--- src/rtl/eeprog_pkg.sv ---
package eeprog_pkg;
  typedef enum logic [2:0] {
    OP_NONE  = 3'd0,
    OP_WREN  = 3'd1,
    OP_WRDIS = 3'd2,
    OP_ERASE = 3'd3,
    OP_WRITE = 3'd4,
    OP_ERALL = 3'd5,
    OP_WRALL = 3'd6
  } op_e;

  function automatic logic is_prog(op_e o);
    return (o == OP_ERASE) || (o == OP_WRITE) || (o == OP_ERALL) || (o == OP_WRALL);
  endfunction
endpackage

--- src/rtl/eeprog_latch.sv ---
module eeprog_latch (
  input  logic clk,
  input  logic rst_n,
  input  logic pwr_good,
  input  logic set_i,
  input  logic clr_i,
  output logic en_o
);
  // Power loss and the disable request win over the enable request.
  always_ff @(posedge clk or negedge rst_n) begin
    if (!rst_n)                  en_o <= 1'b0;
    else if (!pwr_good || clr_i) en_o <= 1'b0;
    else if (set_i)              en_o <= 1'b1;
  end
endmodule

--- src/rtl/eeprog_status.sv ---
module eeprog_status #(
  parameter int CSL_MIN = 4
) (
  input  logic clk,
  input  logic rst_n,
  input  logic cs,
  input  logic busy,
  output logic cs_fall,
  output logic dout,
  output logic dout_oe
);
  localparam int CW = $clog2(CSL_MIN + 1);

  logic          cs_q;
  logic [CW-1:0] low_cnt;
  logic          stat_en;

  assign cs_fall = cs_q && !cs;

  always_ff @(posedge clk or negedge rst_n) begin
    if (!rst_n) begin
      cs_q    <= 1'b0;
      low_cnt <= '0;
      stat_en <= 1'b0;
    end else begin
      cs_q <= cs;
      // Saturating count of sampled low cycles.
      if (cs)                          low_cnt <= '0;
      else if (low_cnt != CW'(CSL_MIN)) low_cnt <= low_cnt + 1'b1;
      // Status window opens on a qualified rise during a cycle.
      if (!cs)                                                stat_en <= 1'b0;
      else if (!cs_q && (low_cnt >= CW'(CSL_MIN)) && busy)   stat_en <= 1'b1;
    end
  end

  assign dout_oe = stat_en && cs;
  assign dout    = !busy;
endmodule

--- src/rtl/eeprog_array.sv ---
module eeprog_array #(
  parameter int ADDR_W = 4,
  parameter int DATA_W = 8
) (
  input  logic              clk,
  input  logic              rst_n,
  input  logic              we,
  input  logic              all,
  input  logic [ADDR_W-1:0] waddr,
  input  logic [DATA_W-1:0] wdata,
  input  logic [ADDR_W-1:0] raddr,
  output logic [DATA_W-1:0] rdata
);
  localparam int DEPTH = 1 << ADDR_W;

  logic [DATA_W-1:0] words [DEPTH];

  always_ff @(posedge clk or negedge rst_n) begin
    if (!rst_n) begin
      for (int i = 0; i < DEPTH; i++) words[i] <= '0;
    end else if (we) begin
      for (int i = 0; i < DEPTH; i++)
        if (all || (waddr == ADDR_W'(i))) words[i] <= wdata;
    end
  end

  assign rdata = words[raddr];
endmodule

--- src/rtl/eeprog_seq.sv ---
module eeprog_seq
  import eeprog_pkg::*;
#(
  parameter int ADDR_W = 4,
  parameter int DATA_W = 8,
  parameter int T_WORD = 16
) (
  input  logic              clk,
  input  logic              rst_n,
  input  logic              pwr_good,
  input  logic              wr_ok,
  input  logic              acc,
  input  op_e               op,
  input  logic [ADDR_W-1:0] addr,
  input  logic [DATA_W-1:0] data,
  input  logic              cs_fall,
  output logic              busy,
  output logic              mem_we,
  output logic              mem_all,
  output logic [ADDR_W-1:0] mem_addr,
  output logic [DATA_W-1:0] mem_wdata
);
  localparam int T_ALL   = 2 * T_WORD;
  localparam int T_WALL  = 4 * T_WORD;
  localparam int CNT_W   = $clog2(T_WALL);
  localparam int WR_TAIL = T_WORD / 2;   // cycles left after the word erase pass
  localparam int WA_TAIL = T_ALL;        // cycles left after the array erase pass

  logic              pend_v;
  op_e               pend_op, act_op;
  logic [ADDR_W-1:0] pend_addr, act_addr;
  logic [DATA_W-1:0] pend_data, act_data;
  logic [CNT_W-1:0]  cnt;

  function automatic logic [CNT_W-1:0] last_of(op_e o);
    case (o)
      OP_ERALL: return CNT_W'(T_ALL - 1);
      OP_WRALL: return CNT_W'(T_WALL - 1);
      default:  return CNT_W'(T_WORD - 1);
    endcase
  endfunction

  always_ff @(posedge clk or negedge rst_n) begin
    if (!rst_n) begin
      pend_v    <= 1'b0;
      pend_op   <= OP_NONE;
      pend_addr <= '0;
      pend_data <= '0;
      act_op    <= OP_NONE;
      act_addr  <= '0;
      act_data  <= '0;
      cnt       <= '0;
      busy      <= 1'b0;
    end else if (!pwr_good) begin
      busy   <= 1'b0;
      pend_v <= 1'b0;
    end else if (busy) begin
      if (cnt == '0) busy <= 1'b0;
      else           cnt  <= cnt - 1'b1;
    end else if (cs_fall) begin
      pend_v <= 1'b0;
      if (pend_v && wr_ok) begin
        busy     <= 1'b1;
        act_op   <= pend_op;
        act_addr <= pend_addr;
        act_data <= pend_data;
        cnt      <= last_of(pend_op);
      end
    end else if (acc && is_prog(op) && wr_ok) begin
      pend_v    <= 1'b1;
      pend_op   <= op;
      pend_addr <= addr;
      pend_data <= data;
    end
  end

  logic             erase_first, at_end, at_mid;
  logic [CNT_W-1:0] tail;

  assign erase_first = (act_op == OP_WRITE) || (act_op == OP_WRALL);
  assign tail        = (act_op == OP_WRALL) ? CNT_W'(WA_TAIL) : CNT_W'(WR_TAIL);
  assign at_end      = busy && pwr_good && (cnt == '0);
  assign at_mid      = busy && pwr_good && erase_first && (cnt == tail);

  assign mem_we    = at_end || at_mid;
  assign mem_all   = (act_op == OP_ERALL) || (act_op == OP_WRALL);
  assign mem_addr  = act_addr;
  assign mem_wdata = (at_end && erase_first) ? act_data : '1;
endmodule

--- src/rtl/eeprog_engine.sv ---
module eeprog_engine
  import eeprog_pkg::*;
#(
  parameter int ADDR_W      = 4,
  parameter int DATA_W      = 8,
  parameter int T_WORD_CYC  = 16,
  parameter int CSL_MIN_CYC = 4
) (
  input  logic              clk,
  input  logic              rst_n,
  input  logic              pwr_good,
  input  logic              cs,
  input  logic              req_valid,
  output logic              req_ready,
  input  logic [2:0]        req_op,
  input  logic [ADDR_W-1:0] req_addr,
  input  logic [DATA_W-1:0] req_data,
  input  logic [ADDR_W-1:0] rd_addr,
  output logic [DATA_W-1:0] rd_data,
  output logic              busy,
  output logic              dout,
  output logic              dout_oe
);
  op_e               op;
  logic              acc, wr_en, cs_fall;
  logic              mem_we, mem_all;
  logic [ADDR_W-1:0] mem_addr;
  logic [DATA_W-1:0] mem_wdata;

  assign op        = op_e'(req_op);
  assign req_ready = !busy;
  assign acc       = req_valid && req_ready;

  eeprog_latch u_latch (
    .clk(clk), .rst_n(rst_n), .pwr_good(pwr_good),
    .set_i(acc && (op == OP_WREN)),
    .clr_i(acc && (op == OP_WRDIS)),
    .en_o(wr_en)
  );

  eeprog_status #(.CSL_MIN(CSL_MIN_CYC)) u_status (
    .clk(clk), .rst_n(rst_n), .cs(cs), .busy(busy),
    .cs_fall(cs_fall), .dout(dout), .dout_oe(dout_oe)
  );

  eeprog_seq #(.ADDR_W(ADDR_W), .DATA_W(DATA_W), .T_WORD(T_WORD_CYC)) u_seq (
    .clk(clk), .rst_n(rst_n), .pwr_good(pwr_good), .wr_ok(wr_en),
    .acc(acc), .op(op), .addr(req_addr), .data(req_data), .cs_fall(cs_fall),
    .busy(busy), .mem_we(mem_we), .mem_all(mem_all),
    .mem_addr(mem_addr), .mem_wdata(mem_wdata)
  );

  eeprog_array #(.ADDR_W(ADDR_W), .DATA_W(DATA_W)) u_array (
    .clk(clk), .rst_n(rst_n), .we(mem_we), .all(mem_all),
    .waddr(mem_addr), .wdata(mem_wdata), .raddr(rd_addr), .rdata(rd_data)
  );
endmodule

--- config.mk ---
export PLATFORM = sky130hd
export DESIGN_NAME = eeprog_engine
export DESIGN_NICKNAME = d
export VERILOG_FILES = /design/src/rtl/eeprog_pkg.sv /design/src/rtl/eeprog_latch.sv /design/src/rtl/eeprog_status.sv /design/src/rtl/eeprog_array.sv /design/src/rtl/eeprog_seq.sv /design/src/rtl/eeprog_engine.sv
export SDC_FILE = /design/constraint.sdc
export NUM_CORES = 1
export LEC_CHECK = 0
export ABC_AREA = 0
export BUFFER_PORTS_ARGS = -buffer_cell sky130_fd_sc_hd__clkbuf_2
export CAP_MARGIN = 5
export CORE_UTILIZATION = 25
export CTS_CLUSTER_DIAMETER = 120
export DETAILED_ROUTE_END_ITERATION = 8
export MAX_ROUTING_LAYER = met4
export SLEW_MARGIN = 20
export SYNTH_ARGS = -nofsm -noshare
export SYNTH_HDL_FRONTEND = slang
export SYNTH_SLANG_ARGS = --single-unit
--- constraint.sdc ---
create_clock -name clk -period 3.6 [get_ports clk]
set_input_delay 0.36 -clock clk [delete_from_list [all_inputs] [get_ports clk]]
set_output_delay 0.36 -clock clk [all_outputs]
set_load 0.05 [all_outputs]
# Word-level counts from Yosys, hierarchy flattened
# Index checks and enable logic that the tools add are counted.
totals:
  register_bits: 172
  in_bits: 24
  out_inout_bits: 12
classes:
  add_sub_neg: 2
  magnitude_cmp: 2
  eq_ne: 32
  n_mux: 25
  n_bitwise: 3
  n_reduce_logical: 68
op_table:
  columns: ["operator", "count"]
  rows:
  - ["$reduce_and 2->1", 17]
  - ["$bmux 8 s4", 1]
  - ["$eq 4x4->1 const B", 8]
  - ["$mux 6", 5]
  - ["$eq 3x3->1 const B", 8]
  - ["$mux 8", 3]
  - ["$logic_or 1x1->1", 23]
  - ["$eq 4x3->1 const B", 4]
  - ["$logic_and 1x1->1", 15]
  - ["$mux 1", 13]
  - ["$pmux 6 s2", 1]
  - ["$reduce_and 4->1", 3]
  - ["$eq 4x2->1 const B", 2]
  - ["$reduce_bool 2->1", 4]
  - ["$eq 3x2->1 const B", 2]
  - ["$eq 6x6->1", 1]
  - ["$logic_not 6->1", 1]
  - ["$mux 3", 2]
  - ["$sub 6x1->6 const B", 1]
  - ["$ge 5x5->1 const B", 1]
  - ["$not 4->5", 1]
  - ["$eq 4x1->1 const B", 1]
  - ["$logic_not 1->1", 4]
  - ["$logic_not 4->1", 1]
  - ["8 further kinds", 10]

# Depth between registers and ports, before layout
# Gate-level depths: netlist of run 1.
depth:
  depth_word: 10
  ltp_mapped: 8

# Modules after synthesis
# A second synthesis of run 1 with hierarchy kept.
unflattened:
  cells_unflattened: 568
  area_unflattened_um2: 8394.3
by_module_without_submodules:
  columns: ["mod", "instances", "cells_each", "area_each_um2", "seq_area_each_um2"]
  rows:
  - ["eeprog_array", 1, 374, 6263.5, 3203.1]
  - ["eeprog_seq", 1, 163, 1794.2, 950.9]
  - ["eeprog_status", 1, 23, 249.0, 125.1]
  - ["eeprog_engine", 1, 5, 46.3, 0.0]
  - ["eeprog_latch", 1, 3, 41.3, 25.0]

# Least setup slack after synthesis of run 1
# No wires, ideal clock.
synth_path:
  path_type: "reg-to-reg"
  start: "register u_seq.busy"
  end: "register u_seq.pend_addr[3]"
  arrival_time_ns: 2.325
  setup_slack_ns: 1.148
  path_stages_with_launch: 7
  synth_period_minus_slack_ns: 2.452
  cell_sequence: "dfrtp_1 > inv_1 > nand3_1 > nor4bb_1 > clkbuf_1 > buf_2 > mux2_1"
synth_between:
  elab_chain_cells: 5
synth_lines:
  columns: ["item", "line", "source"]
  rows:
  - ["start: declaration", "eeprog_seq.sv:17", "output logic busy,"]
  - ["start signal: assignment", "eeprog_seq.sv:53", "busy <= 1'b0;"]
  - ["start signal: assignment", "eeprog_seq.sv:55", "busy <= 1'b0;"]
  - ["start signal: assignment", "eeprog_seq.sv:58", "if (cnt == '0) busy <= 1'b0;"]
  - ["$logic_not 1->1", null, null]
  - ["via dout", "eeprog_engine.sv:21", "output logic dout,"]
  - ["$logic_and 1x1->1", "eeprog_engine.sv:32", "assign acc = req_valid && req_ready;"]
  - ["$logic_and 1x1->1 (2 in series)", "eeprog_seq.sv:69", "end else if (acc && is_prog(op) && wr_ok) begin"]
  - ["$reduce_and 4->1 (no source line)", null, null]
  - ["end signal: assignment", "eeprog_seq.sv:72", "pend_addr <= addr;"]
  - ["end: declaration", "eeprog_seq.sv:31", "logic [ADDR_W-1:0] pend_addr, act_addr;"]
# The timed path passes the listed nets, and every way through them passes these cells.
# A chain may end at the register's enable or synchronous reset.

# Worst setup path after layout of run 1
layout_path:
  start: "input rd_addr[0]"
  end: "output rd_data[2]"
layout_between:
  elab_chain_cells: 4
layout_lines:
  columns: ["item", "line", "source"]
  rows:
  - ["start: declaration", "eeprog_engine.sv:18", "input logic [ADDR_W-1:0] rd_addr,"]
  - ["$not 4->5 (implied by the code)", "eeprog_array.sv:27", "assign rdata = words[raddr];"]
  - ["$bmux 8 s4", "eeprog_array.sv:27", null]
  - ["$mux 8 (implied by the code) (2 in series)", "eeprog_array.sv:27", null]
  - ["end: declaration", "eeprog_engine.sv:19", "output logic [DATA_W-1:0] rd_data,"]
# No other way between the ends. The select of a mux whose other input is x is not followed.

==> results of run 1 <==
[layer usage]
metal	vias up	track usage
li1	2584	-
met1	2847	0.1689
met5	-	-
met2	124	0.1858
met3	18	0.02117
met4	0	0.03085
[worst paths after layout]
| path | startpoint | endpoint | slack [ns] | cells past startpoint |
|---|---|---|---|---|
| max | rd_addr[0] | rd_data[2] | 1.04 | 6 |
| min in group clk | cs | u_status.cs_q | 0.13 | 1 |
| max reg2reg | u_seq.cnt[0] | u_array.words[59] | 1.07 | 7 |
| min reg2reg | u_status.stat_en | u_status.stat_en | 0.49 | 1 |
| max in group asynchronous | rst_n | u_array.words[108] | 2.58 | 2 |
| min | rst_n | u_status.cs_q | 0.01 | 1 |
[layout make-up]
type	instances	area, µm²
multi-input cells	447	3382
fillers	3228	22300
clock inverters	14	178.9
flip-flops and latches	172	4304
repair buffers	62	421.7
clock buffers	18	439.2
well taps	402	503.0
inverters	7	26.28
[sequential cells by signal (all words and copies together), names as in the netlist, 3 cells and up]
name              flops
u_array.words       128
u_seq.act_data        8
u_seq.act_op          3
u_seq.cnt             6
u_seq.mem_addr        4
u_seq.pend_addr       4
u_seq.pend_data       8
u_seq.pend_op         3
u_status.low_cnt      3
[cell usage in the layout (no fill, tap or decap), drive strengths merged, types with 2 or more instances in the layout]
cell type,count
o32ai,6
clkbuf,52
xnor2,3
clkinvlp,2
nand2,23
nand2b,7
nor2,14
nor3b,2
a21oi,261
nor3,5
nor2b,3
clkinv,7
mux2,30
inv,11
and2,2
o221a,2
mux4,32
buf,28
dfrtp,172
or2,3
ha,4
o21ai,5
or4,2
nand3,2
o22ai,9
a22oi,16
[worst reg2reg max path, cell delays in order (launching register included)]
cell and delay, ns:
sky130_fd_sc_hd__dfrtp_1 0.42, sky130_fd_sc_hd__inv_1 0.10, sky130_fd_sc_hd__ha_1 0.16, sky130_fd_sc_hd__nand4b_1 0.17, sky130_fd_sc_hd__or4_1 0.81, sky130_fd_sc_hd__buf_4 0.34
sky130_fd_sc_hd__nor2_8 0.28, sky130_fd_sc_hd__a21oi_1 0.12
[power breakdown]
group          switching [mW]  internal [mW]  total (mW)
sequential             0.0274           1.97        2.00
combinational           0.102         0.0676       0.169
clock                   0.868           1.02        1.88
[kinds of logic after synthesis]
logic type,count (synthesis)
AOI/OAI and AO/OA,305
DFF,172
and+or+nand+nor,71
buffers and inverters,63
muxes,63
xor gates and xnor gates,4
adders and majority gates,4
==> results.md, run 1 <==
Run status:
- The flow ran to the end, and the final reports show no timing, DRC or antenna violations.

Placement:
- The number of buffers inserted by port buffering is 35.
- Detailed placement finished with a half-perimeter wire length of around 12 mm.
- After detailed placement, the design holds a cell count of around 1100.
- The pre-CTS setup slack is approximately 1.0 ns.
- The congestion estimate from routability-driven global placement came to about 0.76.
- In this run the cell area measured after placement is about 8600 µm².

Floorplan:
- The die outline area is approximately 33000 µm².
- In this run the horizontal extent of the chip is ~180 µm.
- The I/O pin count is 36.
- Measured along the y axis, the die boundary spans about 180 µm.
- For this configuration, the core starts out at a cell density of 0.2546.
- The initialized floorplan defines between 60 and 70 standard-cell rows.
- The region available for standard cell placement spans 31560 µm².

STA:
- Measured against its own limit, the worst slew margin works out to 0.3465.
- The final total negative setup slack is 0 ns.
- For the final database, setup skew stands at between 0.01 and 0.015 ns.
- Dividing the final minimum period by the clock period gives 0.7117.
- At the pin with the least slew margin, the transition time is approximately 1 ns.
- For this run, the top clock speed supported by timing is slightly below 400 MHz.
- The final worst hold slack is 0.01042 ns.
- The total of endpoints with negative setup slack in the final report is 0.
- The post-route worst setup slack is between 1 and 1.5 ns.
- The final hold violation count is 0.
- The post-layout minimum cycle time is between 2 and 3 ns.
- Setup repair after global routing left no endpoint under its margin.
- The number of pins with negative max-slew slack in the final report is 0.

Yosys:
- In the synthesized netlist the async set-or-reset flop fraction comes to 1.000.
- The most instantiated library cell after synthesis is sky130_fd_sc_hd__a21oi_1.
- The number of register bits inferred by synthesis is roughly 170.
- After synthesis, the largest family of logic cells by area is compound AO/OA/AOI/OAI gates.
- The commonest cells after synthesis are sky130_fd_sc_hd__a21oi_1, sky130_fd_sc_hd__dfrtp_1, sky130_fd_sc_hd__mux4_2.
- The share of synthesized area in the top cell type comes to 0.5357.
- A synthesized cell averages approximately 12 µm².
- The simple-gate share of the synthesized area is 0.06135.
- The sequential-to-total area share from yosys stat is 0.5357.
- The share of the synthesized area in compound gates (AO/OA/AOI/OAI) came to 0.2060.
- Measured against the total synthesized area, the mux share comes to 0.1330.
- Of the total synthesized cell area, the portion taken by full adders, half adders and majority gates is 0.006229.
- The total of warnings raised by yosys is 0.
- The number of nets in the synthesized netlist is between 700 and 800.
- Ranked by total cell area, the synthesized netlist is headed by sky130_fd_sc_hd__dfrtp_1, sky130_fd_sc_hd__a21oi_1, sky130_fd_sc_hd__mux4_2, sky130_fd_sc_hd__mux2_1, sky130_fd_sc_hd__buf_6.
- The netlist uses between 50 and 60 different library cells.
- The gate count of the mapped netlist is between 600 and 700.
- The xor and xnor area share after synthesis is 0.004360.
- The most instantiated flip-flop cell in the synthesis netlist is sky130_fd_sc_hd__dfrtp_1.
- The synthesized design spends more area on one cell type than any other, namely sky130_fd_sc_hd__dfrtp_1.
- The cell area after technology mapping is between 8000 and 9000 µm².
- The count of flip-flops with a built-in enable after synthesis is 0.

Setup path:
- STA classifies the critical path startpoint as a primary input.
- The category of the critical setup timing path is in -> out.
- Together, buffers and inverters on the worst path number 3.
- Traced cell by cell, the critical path runs through clkbuf_2 > buf_12 > mux4_2 > a22oi_1 > nand2_1 > clkbuf_2.
- STA classifies the critical path endpoint as an output port.
- The largest driver fanout on the critical path is 17.
- The dominant cell type by count on the critical path is sky130_fd_sc_hd__clkbuf_2.
- The family with the most delay on the worst path is buffers and inverters.
- The slowest cell on the critical path is sky130_fd_sc_hd__mux4_2.
- Data on the critical path is required at its endpoint by approximately 3.2 ns.
- For this run, the slowest stage of the critical path takes 0.55 ns.
- The critical path arrival is 2.20 ns.

Power and ir drop:
- The worst-case IR drop observed on VDD is 294.4 µV.
- The analysis attributes to cell leakage a power of just over 4 nW.
- Power comes to between 4 and 5 mW.
- The power density over the cells is about 440 nW/µm².

Clock network:
- The largest buffer count on any clock path is 2.
- Counting the buffers created by CTS gives 17.
- The clock tree from TritonCTS is yes.
- The total number of H-tree levels is 4.
- The clock-pin slew on the worst setup and hold paths is 0.08 ns.
- The number of setup buffers added after CTS is 0.
- The post-CTS resize count is 0.
- The root buffer cell chosen for the clock tree is sky130_fd_sc_hd__clkbuf_16.
- At the later pin of the worst-skew pair, clock insertion delay measures 0.43 ns.
- The number of buffers added to fix hold violations after cts is 0.
- The number of sinks handled by clock tree synthesis is about 170.

Global routing:
- The first global-routing pass estimated 31.02 mm of wire.
- Global routing finished with a remaining overflow of 0.
- The global-route usage over all layers is 0.1225.
- Entering global routing, the biggest net connects 101 pins.
- The via count of the first global-routing pass is between 5000 and 6000.
- The number of antenna violations at the first check in global routing is 0.

Drt:
- Dividing the detail-routed via count by the number of cells gives roughly 5.0.
- The detailed router put a total of between 9 and 10 mm of wire on met1.
- The per-cell routed wire length is ~17 µm.
- The detailed router finished its first iteration with around 470 violations.
- Wire segments on met2 add up to ~9 mm in the final route.
- In the routed design, unresolved DRC markers number 0.
- Detailed routing inserted a total of between 5000 and 6000 vias.
- The sum of routed wire length over all layers is 18.81 mm.
- The iteration count of the initial detailed-routing pass is 5.
- The length of routed met3 wiring is slightly below 600 µm.
- The number of nets with antenna violations after routing is 0.
- The highest routing layer actually used is met4.

Job:
- Max-cap violations in this run came to 0.

Finish:
- At the end of the flow the core is filled with cells to 0.2933.
- The antenna diode count is 0.
- Excluding fillers, the count of instances in the completed layout stands at 1122.
- The relative area change from synthesis to final layout is 15.18%.
- The ratio of cells with drive above 1 in the final layout is 0.2111.
- The final design instance area without fill is between 9000 and 10000 µm².
- In the final design database the tool counted about 740 nets.

Worst hold path:
- In this run the worst hold path is classified as in -> async.
Note: power is estimated with default switching activity, not from simulation.
==> inputs of run 2 (changes only) <==
- ABC_AREA: 0 -> 1
- clock period: 3.6 -> 2.6 ns (I/O delays scaled with it)
==> results.md, run 2 <==
Finish:
- In the layout the commonest cells are sky130_fd_sc_hd__nand2_1, sky130_fd_sc_hd__nand3_1, sky130_fd_sc_hd__dfrtp_1, sky130_fd_sc_hd__inv_1, sky130_fd_sc_hd__o21ai_0.
- Relative to the synthesized area, the layout overhead comes to 14.92%.
- The number of flip-flops under the largest register name was 128 (unchanged).
- The leading cell type in the layout, fill and taps excluded is sky130_fd_sc_hd__nand2_1.
- The antenna diode count is 0 (unchanged).
- The layout net count is 1153 (+57%).
- The largest registers in the layout are u_array.words: 128 flops, u_seq.act_data: 8 flops, u_seq.pend_data: 8 flops.
- The ratio of cells with drive above 1 in the final layout is 0.1169 (-0.09424).
- The final design instance area without fill is 10000 µm² (+8.1%).
- Counting flops per register, the top entry is u_array.words.

Clock network:
- The clock-pin slew on the worst setup and hold paths is 0.06 ns (-0.02 ns).
- The clock insertion delay at the later pin of the skew report is 0.43 ns (about the same).
- The largest buffer count on any clock path is 2 (unchanged).
- The number of sinks handled by clock tree synthesis was 172 (unchanged).
- The number of buffers added by the clock tree synthesis step is 17 (unchanged).
- The cell at the root of the clock tree is sky130_fd_sc_hd__clkbuf_16.
- The total number of H-tree levels was 4 (unchanged).
- The post-CTS resize count is 0 (unchanged).
- TritonCTS built the clock tree.

Yosys:
- The total of warnings raised by yosys is 0 (unchanged).
- The top-area cell type share of the netlist area came to 0.4944 (-0.04126).
- The cell area after technology mapping is 8706 µm² (+8.3%).
- The count of flip-flops with a built-in enable after synthesis is 0 (unchanged).
- The post-synthesis net count was 1131 (+59%).
- The most instantiated library cell after synthesis is sky130_fd_sc_hd__nand2_1.
- The number of register bits inferred by synthesis was 172 (unchanged).
- The sequential-to-total area share from yosys stat is 0.4944 (-0.04126).
- Counting instances in the post-synthesis netlist gives the leading cell types as sky130_fd_sc_hd__nand2_1, sky130_fd_sc_hd__nand3_1, sky130_fd_sc_hd__dfrtp_1.
- The fraction of registers with async set or reset after synthesis is 1.000 (unchanged).
- The most instantiated flip-flop cell in the synthesis netlist is sky130_fd_sc_hd__dfrtp_1.
- The per-instance average area after synthesis is 7.893 µm² (-33%).
- The post-synthesis cell type count is 29 (-43%).
- The library cell occupying the most area in the post-synthesis netlist is sky130_fd_sc_hd__dfrtp_1.
- The gate count of the mapped netlist came to 1103 (+62%).
- Sorting the synthesized cells by area gives the leading types as sky130_fd_sc_hd__dfrtp_1, sky130_fd_sc_hd__nand2_1, sky130_fd_sc_hd__nand3_1, sky130_fd_sc_hd__inv_1, sky130_fd_sc_hd__o21ai_0.

Setup path:
- The delay of the slowest cell on the worst path is 0.38 ns (-0.17 ns).
- The worst reg-to-reg path cell count came to 10 (+3).
- In this design, the critical path's most frequently occurring cell is sky130_fd_sc_hd__nand2_1.
- The sort of element at the start of the critical path is a flop.
- The required arrival time at the worst endpoint is 2.92 ns (-0.32 ns).
- The category of the critical setup timing path is reg -> reg.
- The endpoint type of the worst setup path is a flop.
- The largest driver fanout on the critical path is 39 (+22).
- The startpoint identified for the worst register-to-register timing path is u_seq.cnt[0].
- The largest individual stage delay along the critical path comes from the cell sky130_fd_sc_hd__dfrtp_1.
- The critical path arrival came to 2.44 ns (+0.24 ns).
- The slack of the worst reg-to-reg path came to 0.48 ns (-0.59 ns).
- The endpoint identified for the worst register-to-register timing path is u_array.words[121].
- Traced cell by cell, the critical path runs through inv_1 > ha_1 > nand2_1 > nor2_4 > nand2_2 > nand2_4 > buf_12 > nand2_2 > nand2_1 > nand2_1.

Floorplan:
- The die outline area is 35570 µm² (+8.3%).
- The placement row count is 67 (+3.1%).
- The core outline area came to 33870 µm² (+7.3%).
- The x dimension of the die is 188.6 µm (+4.0%).
- The vertical die dimension came to 188.6 µm (+4.0%).
- The starting density of the core was 0.2571 (+0.002417).
- The I/O pin count is 36 (unchanged).

Drt:
- The via-per-instance ratio is 4.635 (-6.7%).
- The per-cell routed wire length is 14.56 µm (-13%).
- The sum of routed wire length over all layers was 23.09 mm (+23%).
- The total number of vias is 7351 (+32%).
- The number of nets with antenna violations after routing is 0 (unchanged).
- The detailed-route DRC error count is 0 (unchanged).
- The iteration count of the initial detailed-routing pass is 7 (+2).
- The initial detailed-routing violation count was 530 (+12%).

STA:
- The final total negative setup slack was 0 ns (unchanged).
- The final hold violation count came to 0 (unchanged).
- The number of pins with negative max-slew slack in the final report was 0 (unchanged).
- Setup repair after global routing left no endpoint under its margin.
- The period utilization is 0.8158.
- The maximum clock skew at final layout is 0.008534 ns (-0.006167 ns).
- The slew at the pin with the worst max-slew slack was 0.6492 ns (-0.3311 ns).
- The worst slew margin relative to its limit was 0.5672 (+0.2207).
- For this run, the top clock speed supported by timing is about 470 MHz.
- The final worst hold slack is 0.02050 ns (+0.01009 ns).
- The total of endpoints with negative setup slack in the final report is 0 (unchanged).
- The post-layout minimum cycle time is between 2 and 2.5 ns.

Worst hold path:
- The worst hold path terminates at u_status.cs_q.
- The min-delay analysis places its worst path in the category in -> reg.
- Along the worst hold path, the cell count comes to 1.
- The launch instance of the worst min-delay path is cs.

Job:
- The max capacitance violation total is 0 (unchanged).

Global routing:
- The number of antenna violations at the first check in global routing is 0 (unchanged).
- The overall overflow remaining after global route came to 0 (unchanged).
- The first-pass GRT wire length is 37.74 mm (+22%).
- The maximum number of pins on one net before global-route repair was 66 (-35%).
- The via count of the first global-routing pass is 7093 (+27%).
- The global-route usage over all layers is 0.1388 (+0.01628).

Power and ir drop:
- The total chip power is 5.847 mW (+44%).
- The power density over the cells is 584.4 nW/µm² (+34%).
- The leakage power is 5.177 nW (+25%).
- The worst supply voltage drop on vdd was 482.1 µV (+64%).

Placement:
- The global placer's final weighted congestion was 0.8396 (+10%).
- The number of buffers inserted by port buffering is 35 (unchanged).
- The area of placed instances is 9374 µm² (+8.8%).
- The placed wire-length estimate is 15.07 mm (+26%).

Run status:
- The run finished with clean final reports.
run 2: cell count changes in the layout (fill, tap and decap cells not counted), sizes merged, moves of 7 or more:
cell and delta:
o22ai -9, inv +90, o21ai +61, nand4 +8, o211ai +32, nand2b -7, a21oi -213, a22oi -16
nand3 +204, mux2 -30, nor2 +8, mux4 -32, nand2 +355
run 2: cell families after synthesis:
group | after synthesis | synth area share
fa+ha+maj | 4 | 0.005749
flops | 172 | 0.4944
xor+xnor | 2 | 0.002012
simple gates | 618 | 0.3145
compound gates | 149 | 0.1023
buf+inv | 158 | 0.08106
run 2: power by group:
group          internal, mW  switching (mW)
Combinational         0.124           0.291
Clock                  1.62            1.06
Sequential             2.72          0.0323
run 2: metrics by stage:
stage / setup slack, ns / utilization / instances
finish: 0.4790 / 0.2954 / 1586
global route: 0.2729 / 0.2954 / 1586
CTS: 0.4672 / 0.2954 / 1586
detailed placement: 0.4755 / 0.2768 / 1553
global placement: 0.5316 / 0.2768 / 1553
floorplan: 0.6242 / - / 1103
run 2: metal layers:
layer	wire [µm]	global-route usage	vias up
met2	10190	0.2004	191
met5	0	-	-
li1	-	-	3656
met1	11290	0.1935	3482
met4	289	0.03970	0
met3	1318	0.02999	22
run 2: worst max-delay path by stage:
stage | from | to | cells after the start
global placement | u_seq.cnt[0] | u_array.words[126] | 10
detailed placement | u_seq.cnt[0] | u_array.words[47] | 10
CTS | u_seq.cnt[0] | u_array.words[47] | 10
finish | u_seq.cnt[0] | u_array.words[121] | 10
floorplan | u_seq.busy | u_seq.pend_addr[3] | 10
global route | u_seq.cnt[0] | u_array.words[121] | 10
run 2: area by class of cell:
type	count	area (µm²)
tap	448	560.5
inverter	99	371.6
timing repair buffer	62	451.7
multi-input combinational	773	3696
clock buffer	23	488.0
fill	3686	23860
sequential	172	4304
clock inverter	9	132.6
run 2: critical path: cells and delay by family (launching register included):
family                   cells  cell delay [ns]
AND/OR/NAND/NOR              7             1.02
buffers and inverters        2             0.39
flip-flops                   1             0.38
adder cells (fa/ha/maj)      1             0.18
run 2: timing repair:
item                                    in CTS  in global routing
endpoints found under the setup margin       0                  0
setup buffers                                0                  0
endpoints found under the hold margin       61                  0
hold buffers                                 1                  0
==> inputs of run 3 (changes only) <==
- clock period: 2.6 -> 2.1 ns (I/O delays scaled with it)
==> results.md, run 3 (same netlist as run 2, synthesis figures left out) <==
Clock network:
- The number of buffers added by the clock tree synthesis step came to 17 (unchanged).
- The largest buffer count on any clock path is 2 (unchanged).
- The clock insertion delay at the later pin of the skew report came to 0.44 ns (about the same).
- The total setup buffers inserted after CTS came to 0 (unchanged).
- The total number of H-tree levels was 4 (unchanged).
- The number of sinks handled by clock tree synthesis is 172 (unchanged).
- The clock-pin slew on the worst setup and hold paths is 0.07 ns (about the same).
- The cell at the root of the clock tree is sky130_fd_sc_hd__clkbuf_16.
- The clock tree from TritonCTS is yes.

Finish:
- In the layout the commonest cells are sky130_fd_sc_hd__nand2_1, sky130_fd_sc_hd__nand3_1, sky130_fd_sc_hd__dfrtp_1, sky130_fd_sc_hd__inv_1, sky130_fd_sc_hd__o21ai_0.
- The total area of multi-input combinational cells is 3701 µm² (+0.14%).
- The final-layout fill cell count came to 3677 (-0.24%).
- The relative area change from synthesis to final layout is 16.97%.
- The sequential cell area came to 4304 µm² (unchanged).
- The antenna diode count is 0 (unchanged).
- The largest registers in the layout are u_array.words: 128 flops, u_seq.act_data: 8 flops, u_seq.pend_data: 8 flops.
- The leading cell type in the layout, fill and taps excluded is sky130_fd_sc_hd__nand2_1.
- The number of flip-flops under the largest register name is 128 (unchanged).
- The ratio of cells with drive above 1 in the final layout came to 0.1255 (+0.008669).
- The register bank with the most flops is u_array.words.
- The layout net count is 1170 (+1.5%).

Global routing:
- The first-pass GRT wire length is 38.91 mm (+3.1%).
- The maximum number of pins on one net before global-route repair is 55 (-17%).
- The number of antenna violations at the first check in global routing came to 0 (unchanged).
- The overall overflow remaining after global route is 0 (unchanged).
- The global-route usage over all layers is 0.1426 (+0.003883).
- The via count of the first global-routing pass came to 7278 (+2.6%).

STA:
- The worst slew margin relative to its limit is 0.6571 (+0.08991).
- The total of endpoints with negative setup slack in the final report is 0 (unchanged).
- The final worst hold slack came to 0.01818 ns (-0.002321 ns).
- The slew at the pin with the worst max-slew slack came to 0.5143 ns (-0.1349 ns).
- The period utilization is 0.9291.
- The number of pins with negative max-slew slack in the final report is 0 (unchanged).
- The maximum clock skew at final layout was 0.006498 ns (-0.002035 ns).
- The final hold violation count is 0 (unchanged).
- The final total negative setup slack is 0 ns (unchanged).
- Setup repair after global routing left no endpoint under its margin.
- The worst path needs ~2.0 ns of the cycle, external delays included.
- The top achievable clock speed is between 500 and 600 MHz.

Floorplan:
- The die outline area is 35570 µm² (unchanged).
- The vertical die dimension is 188.6 µm (unchanged).
- The I/O pin count was 36 (unchanged).
- The x dimension of the die was 188.6 µm (unchanged).
- The starting density of the core is 0.2571 (unchanged).
- The core outline area is 33870 µm² (unchanged).
- The placement row count is 67 (unchanged).

Drt:
- The detailed-route DRC error count is 0 (unchanged).
- The iteration count of the initial detailed-routing pass is 6 (-1).
- The per-cell routed wire length is 14.70 µm (+0.99%).
- The via-per-instance ratio is 4.711 (+1.6%).
- The initial detailed-routing violation count is 651 (+23%).
- The total number of vias is 7551 (+2.7%).
- The number of nets with antenna violations after routing is 0 (unchanged).
- The sum of routed wire length over all layers came to 23.57 mm (+2.1%).

Setup path:
- The most critical setup path has its startpoint at u_array.words[115].
- The sort of element at the start of the critical path is a flop.
- The largest driver fanout on the critical path came to 2 (-95%).
- In this run the critical register-to-register path is launched from u_seq.cnt[0].
- The required arrival time at the worst endpoint is 1.89 ns (-1.03 ns).
- The worst setup path is captured at an output port.
- The critical path arrival was 1.74 ns (-0.70 ns).
- The worst setup path is of the reg -> out kind.

Power and ir drop:
- The worst supply voltage drop on vdd is 535.4 µV (+11%).
- The leakage power is 5.262 nW (+1.6%).
- The power density over the cells was 703.9 nW/µm² (+20%).

Placement:
- The number of buffers inserted by port buffering was 35 (unchanged).
- The placed wire-length estimate came to 15.30 mm (+1.5%).
- The global placer's final weighted congestion came to 0.8242 (-1.8%).

Run status:
- The flow ran to the end, and the final reports show no timing, DRC or antenna violations.

Worst hold path:
- The type of the most critical hold path is in -> reg.
- The launch instance of the worst min-delay path is req_addr[1].

Job:
- The max capacitance violation total came to 0 (unchanged).
[run 3: changes by cell type in the layout (fill, tap and decap cells not counted), sizes merged]
cell and delta:
buf +10, clkbuf -4, dlygate4sd3 +8, bufinv -1, inv -1, clkinvlp +1, clkinv +4
[run 3: what timing repair did]
item,4_1_cts,5_1_grt
hold endpoints to repair,53,0
resized for setup,0,3
endpoints found under the setup margin,0,3
hold buffers,9,0
[run 3: critical path, cell delays in order, from the launching register on]
cell                      delay [ns]
sky130_fd_sc_hd__dfrtp_1        0.36
sky130_fd_sc_hd__inv_1          0.05
sky130_fd_sc_hd__a21oi_1        0.14
sky130_fd_sc_hd__o21ai_0        0.10
sky130_fd_sc_hd__nand3_1        0.09
sky130_fd_sc_hd__nand3_1        0.20
sky130_fd_sc_hd__nand2_1        0.11
sky130_fd_sc_hd__buf_2          0.26
[run 3: metrics by stage]
stage | setup WS (ns) | total power, mW | area [µm²] | instances | util
after floorplan | 0.1242 | 3.769 | 8706 | 1103 | -
after global placement | 0.2657 | 3.990 | 9492 | 1562 | 0.2803
after detailed placement | 0.1931 | 3.999 | 9492 | 1562 | 0.2803
after CTS | 0.1256 | 7.230 | 10180 | 1603 | 0.3005
after global routing | 0.01563 | 7.450 | 10180 | 1603 | 0.3007
final | 0.1489 | 7.169 | 10180 | 1603 | 0.3007
[run 3: cell type report]
type | count | share of cell area
flip-flops and latches | 172 | 0.4227
multi-input cells | 773 | 0.3634
repair buffers | 79 | 0.06377
well taps | 448 | 0.05504
clock buffers | 20 | 0.04485
inverters | 99 | 0.03649
clock inverters | 12 | 0.01376
[run 3: where the power goes]
group / internal, mW / switching (mW)
clock: 1.83 / 1.40
combinational: 0.178 / 0.360
sequential: 3.37 / 0.0406
[run 3: worst paths after layout]
check / depth (start not counted) / slack (ns) / endpoint
min in group asynchronous: 2 / 0.29 / u_array.words[36]
hold / removal: 3 / 0.02 / u_seq.pend_addr[1]
setup / recovery: 7 / 0.15 / rd_data[3]
setup reg to reg: 10 / 0.19 / u_array.words[38]
max in group asynchronous: 3 / 1.03 / u_seq.pend_op[0]
hold reg to reg: 2 / 0.47 / u_array.words[95]
[run 3: layer usage]
layer  track usage  vias to the layer above  wire, µm
li1              -                     3694         -
met1        0.1968                     3632     11300
met2        0.2101                      201     10600
met3       0.03241                       24      1407
met4       0.03474                        0       257
met5             -                        -         0
